==> config.mk <==
export PLATFORM = sky130hd
export DESIGN_NAME = pwr_pulse_seq
export DESIGN_NICKNAME = d
export VERILOG_FILES = /design/src/rtl/pps_pkg.sv /design/src/rtl/pps_stage.sv /design/src/rtl/pps_kick.sv /design/src/rtl/pps_rxen.sv /design/src/rtl/pwr_pulse_seq.sv
export SDC_FILE = /design/constraint.sdc
export NUM_CORES = 1
export LEC_CHECK = 0
export ABC_AREA = 1
export CORE_MARGIN = 3
export CORE_UTILIZATION = 35
export CTS_CLUSTER_DIAMETER = 50
export CTS_CLUSTER_SIZE = 8
export DETAILED_ROUTE_END_ITERATION = 16
export GPL_TIMING_DRIVEN = 0
export MAX_ROUTING_LAYER = met4
export PLACE_DENSITY_LB_ADDON = 0.3
export SLEW_MARGIN = 0
export SYNTH_ARGS = -nofsm -noshare
export SYNTH_HDL_FRONTEND = slang
export SYNTH_SLANG_ARGS = --single-unit
==> constraint.sdc <==
create_clock -name clk_i -period 2.8 [get_ports clk_i]
set_input_delay 0.84 -clock clk_i [delete_from_list [all_inputs] [get_ports clk_i]]
set_output_delay 0.84 -clock clk_i [all_outputs]
set_load 0.005 [all_outputs]
==> src/rtl/pps_pkg.sv <==
package pps_pkg;
  localparam int N_STG     = 4;
  localparam int STG_BIAS  = 0;
  localparam int STG_INM   = 1;
  localparam int STG_CHAN  = 2;
  localparam int STG_KICK  = 3;
endpackage

==> src/rtl/pps_stage.sv <==
module pps_stage #(
  parameter int DLY_W = 8
) (
  input  logic             clk_i,
  input  logic             rst_ni,
  input  logic             acq_i,
  input  logic             acq_q_i,
  input  logic [DLY_W-1:0] dly_i,
  output logic             lvl_o,
  output logic             rise_o
);
  logic             pend_q, tgt_q, lvl_q, lvl_d;
  logic [DLY_W-1:0] cnt_q;
  logic             edge_w;

  assign edge_w = acq_i ^ acq_q_i;

  always_comb begin
    lvl_d = lvl_q;
    if (edge_w) begin
      if (dly_i == '0) lvl_d = acq_i;
    end else if (pend_q && cnt_q == DLY_W'(1)) begin
      lvl_d = tgt_q;
    end
  end

  // a new edge restarts the count with the new target (cancels pending)
  always_ff @(posedge clk_i or negedge rst_ni) begin
    if (!rst_ni) begin
      pend_q <= 1'b0;
      tgt_q  <= 1'b0;
      cnt_q  <= '0;
      lvl_q  <= 1'b0;
    end else begin
      lvl_q <= lvl_d;
      if (edge_w) begin
        tgt_q  <= acq_i;
        cnt_q  <= dly_i;
        pend_q <= (dly_i != '0);
      end else if (pend_q) begin
        if (cnt_q == DLY_W'(1)) pend_q <= 1'b0;
        else                    cnt_q  <= cnt_q - DLY_W'(1);
      end
    end
  end

  assign lvl_o  = lvl_q;
  assign rise_o = lvl_d & ~lvl_q;
endmodule

==> src/rtl/pps_kick.sv <==
module pps_kick #(
  parameter int DLY_W = 8
) (
  input  logic             clk_i,
  input  logic             rst_ni,
  input  logic             fire_i,
  input  logic [DLY_W-1:0] len_i,
  output logic             kick_o
);
  logic [DLY_W-1:0] cnt_q;

  always_ff @(posedge clk_i or negedge rst_ni) begin
    if (!rst_ni)            cnt_q <= '0;
    else if (fire_i)        cnt_q <= len_i;
    else if (cnt_q != '0)   cnt_q <= cnt_q - DLY_W'(1);
  end

  assign kick_o = (cnt_q != '0);
endmodule

==> src/rtl/pps_rxen.sv <==
module pps_rxen #(
  parameter int DLY_W      = 8,
  parameter int SETTLE_CYC = 2
) (
  input  logic             clk_i,
  input  logic             rst_ni,
  input  logic             acq_i,
  input  logic [DLY_W-1:0] tail_i,
  output logic             rx_en_o,
  output logic             settled_o
);
  localparam int SW = $clog2(SETTLE_CYC + 1);

  logic             en_q;
  logic [DLY_W-1:0] tcnt_q;
  logic [SW-1:0]    scnt_q;

  always_ff @(posedge clk_i or negedge rst_ni) begin
    if (!rst_ni) begin
      en_q   <= 1'b0;
      tcnt_q <= '0;
    end else if (acq_i) begin
      en_q   <= 1'b1;
      tcnt_q <= tail_i;
    end else if (en_q) begin
      if (tcnt_q == '0) en_q   <= 1'b0;
      else              tcnt_q <= tcnt_q - DLY_W'(1);
    end
  end

  // receiver clock undefined for the first cycles after enable
  always_ff @(posedge clk_i or negedge rst_ni) begin
    if (!rst_ni)                         scnt_q <= '0;
    else if (!en_q)                      scnt_q <= '0;
    else if (scnt_q != SW'(SETTLE_CYC))  scnt_q <= scnt_q + SW'(1);
  end

  assign rx_en_o   = en_q;
  assign settled_o = (scnt_q == SW'(SETTLE_CYC));
endmodule

==> src/rtl/pwr_pulse_seq.sv <==
module pwr_pulse_seq
  import pps_pkg::*;
#(
  parameter int DLY_W      = 8,
  parameter int SETTLE_CYC = 2
) (
  input  logic                        clk_i,
  input  logic                        rst_ni,
  input  logic                        acq_i,
  input  logic                        rx_clk_i,
  input  logic [N_STG-1:0][DLY_W-1:0] dly_i,
  input  logic [DLY_W-1:0]            kick_len_i,
  input  logic [DLY_W-1:0]            tail_len_i,
  output logic                        rx_en_o,
  output logic                        sys_clk_o,
  output logic                        bias_en_o,
  output logic                        in_full_o,
  output logic                        kick_o,
  output logic                        chan_mask_o
);
  logic             acq_q;
  logic [N_STG-1:0] lvl_w, rise_w;
  logic             settled_w;

  always_ff @(posedge clk_i or negedge rst_ni) begin
    if (!rst_ni) acq_q <= 1'b0;
    else         acq_q <= acq_i;
  end

  for (genvar g = 0; g < N_STG; g++) begin : g_stg
    pps_stage #(.DLY_W(DLY_W)) u_stg (
      .clk_i   (clk_i),
      .rst_ni  (rst_ni),
      .acq_i   (acq_i),
      .acq_q_i (acq_q),
      .dly_i   (dly_i[g]),
      .lvl_o   (lvl_w[g]),
      .rise_o  (rise_w[g])
    );
  end

  pps_kick #(.DLY_W(DLY_W)) u_kick (
    .clk_i  (clk_i),
    .rst_ni (rst_ni),
    .fire_i (rise_w[STG_KICK]),
    .len_i  (kick_len_i),
    .kick_o (kick_o)
  );

  pps_rxen #(.DLY_W(DLY_W), .SETTLE_CYC(SETTLE_CYC)) u_rx (
    .clk_i     (clk_i),
    .rst_ni    (rst_ni),
    .acq_i     (acq_i),
    .tail_i    (tail_len_i),
    .rx_en_o   (rx_en_o),
    .settled_o (settled_w)
  );

  assign bias_en_o   = lvl_w[STG_BIAS];
  assign in_full_o   = lvl_w[STG_INM];
  assign chan_mask_o = ~(lvl_w[STG_CHAN] & settled_w & rx_en_o);
  assign sys_clk_o   = ~rx_en_o | rx_clk_i;
endmodule

# Word-level counts from Yosys, hierarchy flattened
# Index checks and enable logic that the tools add are counted.
dict set report totals {
  reg_bits 61
  inputBits 52
  output_inout_bits 6
  word_cells 125
}
dict set report op_classes {
  n_addsub 7
  n_eq_ne 15
  n_mux 46
  n_bitwise 8
  reduce_logical 31
}
# op n
set ops {}
lappend ops {{8-bit 2-to-1 mux} 17}
lappend ops {{8-bit by 1-bit subtractor with 8-bit output (second input constant)} 6}
lappend ops {{8-bit logical NOT} 5}
lappend ops {{8-bit nonzero test} 5}
lappend ops {{8-bit by 1-bit equality test with 1-bit output (second input constant)} 4}
lappend ops {{1-bit 2-to-1 mux} 27}
lappend ops {{2-bit nonzero test} 9}
lappend ops {{2-bit AND reduction} 8}
lappend ops {{2-bit inequality test (second input constant)} 7}
lappend ops {{2-bit by 1-bit inequality test with 1-bit output (second input constant)} 3}
lappend ops {{1-bit logical AND} 4}
lappend ops {{2-bit 2-to-1 mux} 2}
lappend ops {{1-bit bitwise AND} 3}
lappend ops {{1-bit inverter} 3}
lappend ops {{2-bit by 1-bit adder with 2-bit output (second input constant)} 1}
lappend ops {{2-bit equality test (second input constant)} 1}
lappend ops {{1-bit bitwise OR} 1}
lappend ops {{1-bit bitwise XOR} 1}

# Depth between registers and ports, before layout
dict set report depth {
  word_depth 6
  ltp_mapped 12
  depth_no_buf 12
}

# Modules after synthesis
# A second synthesis with hierarchy kept.
dict set report hier_totals {
  cells_unflattened 641
  area_unflattened_um2 4383.0
}
# module n_inst cells_each area_per_inst_um2 seq_area_each_um2
set by_module_without_submodules {}
lappend by_module_without_submodules {pps_stage 4 116 780.7 275.3}
lappend by_module_without_submodules {pps_rxen 1 99 690.7 275.3}
lappend by_module_without_submodules {pps_kick 1 74 531.8 200.2}
lappend by_module_without_submodules {pwr_pulse_seq 1 4 37.5 25.0}

# Worst setup path after synthesis
# OpenSTA, ideal clock, no wires.
dict set report synth_timing {
  path_type {input -> output}
  from {in rx_clk_i}
  to {out sys_clk_o}
  t_arrival_ps 1124
  setup_slack_ps 836
  stages 1
  path_buffers 0
  path_cell_list {or2_2}
}
dict set report synth_via {
  elab_chain_len 1
}
# item line_no
set synth_rtl {}
lappend synth_rtl {{start, declared} pwr_pulse_seq.sv:10} ;# input logic rx_clk_i,
lappend synth_rtl {{1-bit bitwise OR} pwr_pulse_seq.sv:62} ;# assign sys_clk_o = ~rx_en_o | rx_clk_i;
lappend synth_rtl {{end, declared} pwr_pulse_seq.sv:15} ;# output logic sys_clk_o,
# No other way between the ends.

# Final worst setup path
dict set report layout_timing {
  from {reg u_kick.cnt_q[0]}
  to {out kick_o}
}
dict set report layout_via {
  elab_chain_len 1
}
# item line_no
set layout_rtl {}
lappend layout_rtl {{start, declared} pps_kick.sv:10} ;# logic [DLY_W-1:0] cnt_q;
lappend layout_rtl {{start signal, assigned} pps_kick.sv:14} ;# else if (fire_i) cnt_q <= len_i;
lappend layout_rtl {{start signal, assigned} pps_kick.sv:15} ;# else if (cnt_q != '0) cnt_q <= cnt_q - DLY_W'(1);
lappend layout_rtl {{8-bit nonzero test} pps_kick.sv:18} ;# assign kick_o = (cnt_q != '0);
lappend layout_rtl {{end, declared} pwr_pulse_seq.sv:18} ;# output logic kick_o,
# No other way between the ends.

==> results_dict.tcl <==
set metrics [dict create \
    worst_slew_margin_rel 0.459 \
    slew_viol_final 0 \
    ys_types 42 \
    drt-pass1-iter-count 4 \
    rows 36 \
    synth_top_family_by_area "simple AND/OR/NAND/NOR gates" \
    synth-compound-area-share 0.104 \
    finalCriticalPeriod_ns 2.70 \
    grt_antenna_before_repair 0 \
    synthTopCellsByArea "dfrtp_1 41%, nand2_1 12%, nand3_1 6.6%" \
    final_nets 609 \
    clock-sinks 61 \
    cp.arrival_ns 1.86 \
    start_util 0.370 \
    hold_buffers 0 \
    dp_hpwl_um 6480 \
    yosys.area_share.simple 0.298 \
    fin_crit_sh 0.964 \
    area_growth_pct 24.4 \
    diodes 0 \
    dieArea_sq_um 11900 \
    synthMuxAreaShare 0 \
    dr_total_vias 3309 \
    synthAdderAreaFrac 0.0438 \
    crit_path_end_kind "primary output" \
    grt_pass1_wl_um 15000 \
    ys_seq_elements 61 \
    ys_seq_area_frac 0.411 \
    grt_overflow 0 \
    port_buffers 57 \
    clock_path_buffers 2 \
    drcViolationCount 0 \
    critPathMaxFanout 6 \
    skew_ns 0.0127 \
    ir_drop_v 0.000204 \
    worstSetupStartpointType "flop" \
    finalPower_mw 3.12 \
    num-fill-cells 1000 \
    cts-buffers-inserted 9 \
    postSynthCellCount 473 \
    avgSynthCellArea_sq_um 7.86 \
    post_drt_wl_per_cell_um 13.1 \
    status "finished clean" \
    clk_latency_ns 0.35 \
    tritoncts "done" \
    drive_gt1_frac 0.0806 \
    netlist_area_sq_um 3720 \
    synth.largest_area_cell "dfrtp_1" \
    grt_pass1_vias 3226 \
    maxCapViolCount 0 \
    die_h_um 109 \
    ant_nets 0 \
    io-pin-count 58 \
    max_freq_mhz 371 \
    criticalPathCategory "reg2out" \
    cts_max_level 3 \
    setup_violations 0 \
    hold_class "reg2reg" \
    hold_viol 0 \
    grt_usage 0.165 \
    syn_nets 538 \
    grt_max_degree 62 \
    power_density_nw_per_um2 675 \
    core_sq_um 10000 \
    gp_congestion 0.897 \
    synth_xor_area_frac 0.0636 \
    worst_slew_pin_slew_ns 0.812 \
    synth_warnings 0 \
    post-place-cells 663 \
    cts_root_buf "clkbuf_8" \
    synth_top_area_frac 0.411 \
    crit_required_ns 1.96 \
    cts.clk_slew.worst_paths_ns 0.07 \
    die_w_um 109 \
    stdcell_count 679 \
    drt-total-wl_um 8920 \
    p_leak_nw 2.16 \
    drtIter0Drc 214 \
    vias_per_cell 4.87 \
]
==> power by group <==
part / switching (mW) / internal [mW]
Clock: 0.343 / 0.325
Sequential: 0.165 / 1.12
Combinational: 0.654 / 0.510
Total: 1.16 / 1.96
==> flip-flops by register name, summed over array words and instances, names as in the netlist <==
signal	flops
acq_q	1
g_stg.u_stg.cnt_q	32
g_stg.u_stg.lvl_o	4
g_stg.u_stg.pend_q	4
g_stg.u_stg.tgt_q	1
u_kick.cnt_q	8
u_rx.rx_en_o	1
u_rx.scnt_q	2
u_rx.tcnt_q	8
==> cell usage after synthesis, drive strengths merged <==
library cell  count
a31oi             1
o22ai             1
nand3b            2
dfrtp            61
nor2             62
nor3              3
nand4             4
a31o              1
o31ai             1
nand2           118
o221ai            3
o311ai            3
o21ai            16
o211ai           20
nand3            50
o31a              1
inv              59
or2               2
nor3b             2
and2              3
a21oi             6
xor2             22
nor4              2
a22oi             3
xnor2             5
ha               13
buf               7
clkinv            1
o21bai            1
==> per-stage QoR <==
stage	worst slack, ns	utilization	hold slack, ns	cell area (sq um)	setup TNS [ns]
after floorplan	0.836	-	0.462	3720	0
after global placement	-1.27	0.443	0.483	4450	-77.23
after detailed placement	-0.00883	0.443	0.497	4450	-0.00883
after CTS	0.0549	0.458	0.512	4600	0
after global routing	-0.0332	0.460	0.519	4620	-0.0332
final	0.102	0.460	0.511	4620	0
==> placed cells by master (no fill, tap or decap), types with 4 or more instances in the layout <==
| cell type | count |
|---|---|
| xnor2_1 | 5 |
| nand2_1 | 114 |
| ha_1 | 13 |
| o21ai_1 | 4 |
| nor2_1 | 57 |
| a21oi_1 | 6 |
| clkbuf_8 | 10 |
| clkdlybuf4s50_1 | 55 |
| dfrtp_1 | 61 |
| xor2_1 | 22 |
| nand3_1 | 49 |
| inv_1 | 55 |
| nand4_1 | 4 |
| buf_4 | 7 |
| o211ai_1 | 20 |
| o21ai_0 | 10 |
==> metal layers <==
layer / global-route usage / vias up / wire, um
li1: - / 1683 / -
met5: - / - / 0
met1: 0.222 / 1543 / 4180
met2: 0.251 / 70 / 4190
met3: 0.0332 / 13 / 416
met4: 0.0532 / 0 / 136
==> worst max-delay path, stage by stage (launching register included) <==
cell and delay [ns]:
dfrtp_1 0.36, inv_1 0.14, ha_1 0.17, nor3b_1 0.23, nand2_2 0.15, clkdlybuf4s50_1 0.47
==> worst paths after layout <==
check	start	to	slack (ns)	cells after the start
setup reg to reg	g_stg[0].u_stg.cnt_q[1]	g_stg[0].u_stg.cnt_q[1]	1.10	9
max in group asynchronous	rst_ni	g_stg[3].u_stg.cnt_q[2]	1.68	1
hold reg to reg	g_stg[1].u_stg.cnt_q[5]	g_stg[1].u_stg.cnt_q[5]	0.51	2
setup / recovery	u_kick.cnt_q[0]	kick_o	0.10	5
hold / removal	g_stg[1].u_stg.cnt_q[5]	g_stg[1].u_stg.cnt_q[5]	0.51	2
min in group asynchronous	rst_ni	g_stg[1].u_stg.cnt_q[6]	0.56	1
==> cell families after synthesis <==
logic type               Yosys count
adder cells (fa/ha/maj)           13
AND/OR/NAND/NOR                  248
flip-flops                        61
AO/OA/AOI/OAI                     57
buffers and inverters             67
XOR/XNOR                          27
==> what timing repair did <==
| action | CTS | global route |
|---|---|---|
| pin swaps | 0 | 1 |
| endpoints found under the setup margin | 1 | 1 |
| setup buffers | 0 | 3 |
| resized for setup | 1 | 0 |
==> area by class of cell <==
class                      instances  area [sq um]  area share
inverter                          60           235      0.0509
clock buffer                      10           138      0.0298
tap                              133           166      0.0360
clock inverter                     3          15.0     0.00325
timing repair buffer              60           589       0.127
buffer                             7          61.3      0.0133
multi-input combinational        345          1890       0.409
sequential                        61          1530       0.330
Note: power is estimated with default switching activity, not from simulation.
